==> config.mk <==
export PLATFORM = sky130hd
export DESIGN_NAME = dual_port_collision_arbiter
export DESIGN_NICKNAME = d
export VERILOG_FILES = /design/src/rtl/dpc_arb_pkg.sv /design/src/rtl/dpc_port_history.sv /design/src/rtl/dpc_owner_pick.sv /design/src/rtl/dual_port_collision_arbiter.sv
export SDC_FILE = /design/constraint.sdc
export NUM_CORES = 1
export LEC_CHECK = 0
export BUFFER_PORTS_ARGS = -buffer_cell sky130_fd_sc_hd__buf_2
export CAP_MARGIN = 20
export CORE_MARGIN = 2
export CORE_UTILIZATION = 28
export CTS_CLUSTER_SIZE = 10
export DETAILED_ROUTE_END_ITERATION = 6
export PLACE_DENSITY_LB_ADDON = 0.3
export SYNTH_ARGS = -nofsm -noshare
export SYNTH_HDL_FRONTEND = slang
export SYNTH_SLANG_ARGS = --single-unit
==> constraint.sdc <==
create_clock -name clk -period 3.8 [get_ports clk]
set_clock_uncertainty 0.05 [all_clocks]
set_input_delay 0.76 -clock clk [delete_from_list [all_inputs] [get_ports clk]]
set_output_delay 0.76 -clock clk [all_outputs]
set_load 0.02 [all_outputs]
==> src/rtl/dpc_arb_pkg.sv <==
package dpc_arb_pkg;
   typedef enum logic [1:0] {
      OWN_NONE = 2'd0,
      OWN_A    = 2'd1,
      OWN_B    = 2'd2
   } owner_e;

   localparam int NUM_PORTS = 2;
endpackage

==> src/rtl/dpc_port_history.sv <==
module dpc_port_history #(
   parameter int ADDR_W = 14
) (
   input  logic              clk,
   input  logic              rst_n,
   input  logic              cs_n,
   input  logic [ADDR_W-1:0] addr,
   output logic              fresh
);
   logic              seen_q;
   logic [ADDR_W-1:0] addr_q;

   // Remember whether the port was selected last cycle and where it pointed.
   always_ff @(posedge clk) begin
      if (!rst_n) begin
         seen_q <= 1'b0;
         addr_q <= '0;
      end else begin
         seen_q <= ~cs_n;
         addr_q <= addr;
      end
   end

   assign fresh = ~cs_n & (~seen_q | (addr_q != addr));

   // A port that was idle last cycle always counts as a new arrival.
   AST_ARRIVAL_AFTER_IDLE: assert property (@(posedge clk) disable iff (!rst_n)
      cs_n |=> (cs_n || fresh));
endmodule

==> src/rtl/dpc_owner_pick.sv <==
module dpc_owner_pick
   import dpc_arb_pkg::*;
#(
   parameter bit ALT_TIE = 1'b1
) (
   input  logic   clk,
   input  logic   rst_n,
   input  logic   coll,
   input  logic   fresh_a,
   input  logic   fresh_b,
   output owner_e owner
);
   owner_e owner_q;
   logic   tie;
   logic   tie_pick_b;

   generate
      if (ALT_TIE) begin : g_alt
         logic token_q;
         always_ff @(posedge clk) begin
            if (!rst_n)   token_q <= 1'b0;
            else if (tie) token_q <= ~token_q;
         end
         assign tie_pick_b = token_q;

         AST_TIE_TOKEN_FLIPS: assert property (@(posedge clk) disable iff (!rst_n)
            tie |=> (tie_pick_b != $past(tie_pick_b)));
      end else begin : g_fixed
         assign tie_pick_b = 1'b0;
      end
   endgenerate

   always_comb begin
      tie   = 1'b0;
      owner = OWN_NONE;
      if (coll) begin
         if (owner_q == OWN_A && !fresh_a)      owner = OWN_A;
         else if (owner_q == OWN_B && !fresh_b) owner = OWN_B;
         else if (!fresh_a && fresh_b)          owner = OWN_A;
         else if (fresh_a && !fresh_b)          owner = OWN_B;
         else begin
            tie   = 1'b1;
            owner = tie_pick_b ? OWN_B : OWN_A;
         end
      end
   end

   always_ff @(posedge clk) begin
      if (!rst_n) owner_q <= OWN_NONE;
      else        owner_q <= owner;
   end
endmodule

==> src/rtl/dual_port_collision_arbiter.sv <==
module dual_port_collision_arbiter
   import dpc_arb_pkg::*;
#(
   parameter int ADDR_W  = 14,
   parameter bit ALT_TIE = 1'b1
) (
   input  logic              clk,
   input  logic              rst_n,
   input  logic              a_cs_n,
   input  logic [ADDR_W-1:0] a_addr,
   input  logic              a_we_n,
   input  logic              b_cs_n,
   input  logic [ADDR_W-1:0] b_addr,
   input  logic              b_we_n,
   output logic              a_busy_n,
   output logic              b_busy_n,
   output logic              a_grant,
   output logic              b_grant,
   output logic              a_mem_we_n,
   output logic              b_mem_we_n
);
   localparam int NP = NUM_PORTS;

   generate
      if (ADDR_W < 1) begin : g_bad_width
         $error("dual_port_collision_arbiter: ADDR_W must be at least 1");
      end
   endgenerate

   logic              cs_n_v  [NP];
   logic [ADDR_W-1:0] addr_v  [NP];
   logic              fresh_v [NP];
   logic              coll;
   owner_e            owner;

   assign cs_n_v[0] = a_cs_n;
   assign cs_n_v[1] = b_cs_n;
   assign addr_v[0] = a_addr;
   assign addr_v[1] = b_addr;

   generate
      for (genvar p = 0; p < NP; p++) begin : g_hist
         dpc_port_history #(.ADDR_W(ADDR_W)) u_hist (
            .clk   (clk),
            .rst_n (rst_n),
            .cs_n  (cs_n_v[p]),
            .addr  (addr_v[p]),
            .fresh (fresh_v[p])
         );
      end
   endgenerate

   assign coll = ~a_cs_n & ~b_cs_n & (a_addr == b_addr);

   dpc_owner_pick #(.ALT_TIE(ALT_TIE)) u_pick (
      .clk     (clk),
      .rst_n   (rst_n),
      .coll    (coll),
      .fresh_a (fresh_v[0]),
      .fresh_b (fresh_v[1]),
      .owner   (owner)
   );

   assign a_busy_n   = ~(coll && owner == OWN_B);
   assign b_busy_n   = ~(coll && owner == OWN_A);
   assign a_grant    = ~a_cs_n & a_busy_n;
   assign b_grant    = ~b_cs_n & b_busy_n;
   assign a_mem_we_n = a_we_n | ~a_grant;
   assign b_mem_we_n = b_we_n | ~b_grant;

   AST_BUSY_NEEDS_MATCH: assert property (@(posedge clk) disable iff (!rst_n)
      (!a_busy_n || !b_busy_n) |-> (!a_cs_n && !b_cs_n && a_addr == b_addr));
   AST_SINGLE_LOSER: assert property (@(posedge clk) disable iff (!rst_n)
      (!a_cs_n && !b_cs_n && a_addr == b_addr) |-> (a_busy_n != b_busy_n));
   AST_IDLE_A_QUIET: assert property (@(posedge clk) disable iff (!rst_n)
      a_cs_n |-> (a_busy_n && !a_grant));
   AST_IDLE_B_QUIET: assert property (@(posedge clk) disable iff (!rst_n)
      b_cs_n |-> (b_busy_n && !b_grant));
   AST_A_WRITE_MASKED: assert property (@(posedge clk) disable iff (!rst_n)
      !a_busy_n |-> a_mem_we_n);
   AST_B_WRITE_MASKED: assert property (@(posedge clk) disable iff (!rst_n)
      !b_busy_n |-> b_mem_we_n);
   AST_A_KEEPS_LOCATION: assert property (@(posedge clk) disable iff (!rst_n)
      (coll && a_busy_n) |=>
         (!(coll && $stable(a_addr) && $stable(a_cs_n)) || a_busy_n));
   AST_B_KEEPS_LOCATION: assert property (@(posedge clk) disable iff (!rst_n)
      (coll && b_busy_n) |=>
         (!(coll && $stable(b_addr) && $stable(b_cs_n)) || b_busy_n));
endmodule

==> flow_summary.json <==
{
  "yosys-top-cells-area": "dfxtp_1 (43%), xnor2_1 (18%), and2_1 (11%)",
  "period_minus_slack_ns": 3.694,
  "synth.distinct_cells": 31,
  "cpLargestDelayFamily": "simple AND/OR/NAND/NOR gates",
  "max_freq_mhz": 270.7,
  "drv_slew": 0,
  "antenna_found_initial": 0,
  "combPwrFrac_pct": 15.3,
  "ctsResizeCount": 0,
  "crit_path_end_kind": "output port",
  "hold_viol": 0,
  "synth_top_cell_area_share_pct": 42.96,
  "ant_nets": 0,
  "clock_sinks": 33,
  "synthTopCellsByCount": "dfxtp_1 (33), xnor2_1 (31), and2_1 (27)",
  "synth_ff_type": "dfxtp_1",
  "cp.required_ns": 2.99,
  "rows": 26,
  "core_mm2": 0.005205,
  "yosysMostFrequentCell": "dfxtp_1",
  "p_per_area_mw_per_mm2": 383.4,
  "cap_violations": 0,
  "clockRootBuffer": "clkbuf_8",
  "total_power_w": 0.0007350,
  "pwr-share-seq_pct": 50.3,
  "clkPwrFrac_pct": 34.4,
  "clk_pin_slew_worst_paths_ns": 0.07,
  "remaining_drc_errors": 0,
  "track_usage_pct": 11.44,
  "vias": 1104,
  "clock_latency_ns": 0.29,
  "ir_drop_v": 0.0001363,
  "placed_cell_area_mm2": 0.001824,
  "final_area_mm2": 0.001917,
  "grt_pass1_wl_um": 5209,
  "ff2ff_setup_slack_ns": 1.63,
  "fp.dieW_um": 78.11,
  "grt_max_degree": 30,
  "tritoncts": "done",
  "crit_arrival_ns": 2.88,
  "ys_async_sr_fraction_pct": 0,
  "overflow": 0,
  "crit_fanout": 4,
  "synthCells": 152,
  "critPathMostFrequentCell": "buf_2",
  "finalSetupViolCount": 0,
  "ctsHoldBuffers": 0,
  "grt_pass1_vias": 1086,
  "yosysTopAreaCell": "dfxtp_1",
  "criticalPathCategory": "input port to output port",
  "status": "completed",
  "routed_wl_um": 3156,
  "start_kind": "input port",
  "yosys_warnings": 0,
  "hp-class": "flop to flop",
  "synth_seq_area_share_pct": 42.96,
  "syn-num-nets": 188,
  "p_leak_nw": 0.7678,
  "cp_slowest_stage_delay_ns": 0.40,
  "tightest_slew_ns": 0.4175,
  "numPortBuffers": 39,
  "switchingPower_w": 0.0001895,
  "drive_gt1_share_pct": 29.80,
  "fp.dieArea_mm2": 0.006100,
  "antennaDiodeCount": 0,
  "nets": 233,
  "n_fill_cell": 578,
  "io_pins": 40,
  "avgRoutedWirePerCell_um": 11.78,
  "post_cts_buffers": 0,
  "syn2layout_area_growth_pct": 24.65,
  "start_util_pct": 29.54,
  "path_buf_inv": 3,
  "slew_headroom_pct": 72.17,
  "die-height_um": 78.11,
  "critical_path.cell_chain": "buf_2, xor2_1, nor4_2, a41oi_4, inv_1, ha_1, nor2_1, a211o_1, a21oi_2, nor2_2, or3_1, buf_2",
  "via_per_inst": 4.119,
  "rsz0062_at_grt": "true",
  "internal-power_w": 0.0005455,
  "avgSynthCellArea_um2": 10.12,
  "synth_edf_count": 0,
  "numCtsBuffers": 5,
  "period_share_pct": 97.22,
  "initialDrtViolationCount": 32,
  "cts-htree-levels": 2,
  "ys_seq_elements": 33,
  "crit_slowest_cell": "nor4_2",
  "dr.pass1.iters": 4,
  "p_sw_share_pct": 25.78,
  "synth_area_mm2": 0.001538,
  "hpwlAfterDp_um": 2443,
  "clockBufferDepth": 2,
  "globalplace.congestion": 0.7506
}
through the flow:
stage / setup TNS (ns) / hold slack, ns / std cells / utilization [%] / worst slack, ns
2_1_floorplan: 0 / 0.4023 / 152 / - / 0.1414
3_3_place_gp: 0 / 0.4228 / 260 / 35.05 / 0.08292
3_5_place_dp: 0 / 0.4320 / 260 / 35.05 / 0.06088
4_1_cts: 0 / 0.4424 / 268 / 36.63 / 0.05169
5_1_grt: -0.03737 / 0.4883 / 268 / 36.83 / -0.03198
6_report: 0 / 0.4361 / 268 / 36.83 / 0.1057
final cells by class:
class	instances	area [µm²]	area share, %
Sequential cell	33	660.6	34.46
Clock inverter	2	10.01	0.5222
Multi-Input combinational cell	111	857.1	44.71
Timing Repair Buffer	41	210.2	10.97
Tap cell	70	87.58	4.569
Inverter	5	18.77	0.9791
Clock buffer	6	72.57	3.786
worst reg2reg max path, cell delays in order (launching register included):
cell,delay (ns)
dfxtp_1,0.31
xor2_1,0.15
nor4_2,0.40
a41oi_4,0.19
ha_1,0.33
inv_1,0.05
or4_1,0.49
a21oi_1,0.14
worst paths after layout:
kind / startpoint / to / depth (start not counted)
worst min register to register: u_pick.g_alt.token_q / u_pick.g_alt.token_q / 2
worst min-delay path: u_pick.g_alt.token_q / u_pick.g_alt.token_q / 2
worst max register to register: g_hist[1].u_hist.addr_q[2] / u_pick.g_alt.token_q / 7
worst max-delay path: b_addr[2] / b_mem_we_n / 12
power by group through the flow:
stage                     clock network [W]  registers (W)   logic, W
after detailed placement                  0       0.000378   0.000113
after floorplan                           0       0.000377  0.0000678
final                              0.000253       0.000370   0.000113
after global routing               0.000277       0.000371   0.000126
after CTS                          0.000266       0.000370   0.000114
after global placement                    0       0.000377   0.000113
registers in the layout, summed over array words and instances, names as in the netlist:
signal,cells
g_hist.u_hist.addr_q,28
g_hist.u_hist.seen_q,2
u_pick.owner_q,2
u_pick.g_alt.token_q,1
layout by cell type, fill, tap and decap left out, types with 2 or more instances in the layout:
master | netlist | final
clkinv_2 | 0 | 2
xor2_1 | 11 | 11
xnor2_1 | 31 | 31
nor2_1 | 8 | 8
buf_4 | 0 | 2
inv_1 | 5 | 5
dfxtp_1 | 33 | 33
ha_1 | 2 | 2
nand4_1 | 6 | 6
nand3_1 | 2 | 2
clkbuf_8 | 0 | 5
nor4_2 | 2 | 3
and2_1 | 27 | 27
nor3_1 | 2 | 2
buf_2 | 0 | 39
per-layer routing:
layer / vias to the layer above / global-route usage [%] / part of all wire [%] / routed length (µm)
met5: - / 0 / 0 / 0
met4: 0 / 6.316 / 2.5 / 78
met3: 5 / 3.448 / 4.8 / 150
met2: 28 / 16.47 / 44 / 1382
met1: 490 / 15.21 / 49 / 1545
li1: 581 / - / - / -
kinds of logic (layout without fill, tap and decap cells):
group           count (synthesis)  after routing  share of synthesized area, %
xor+xnor                       42             42                         23.92
flops                          33             33                         42.96
buf+inv                         8             54                         1.953
fa+ha+maj                       2              2                         1.627
compound gates                  8              8                         4.883
simple gates                   59             59                         24.66
(Power assumes the default switching activity.)
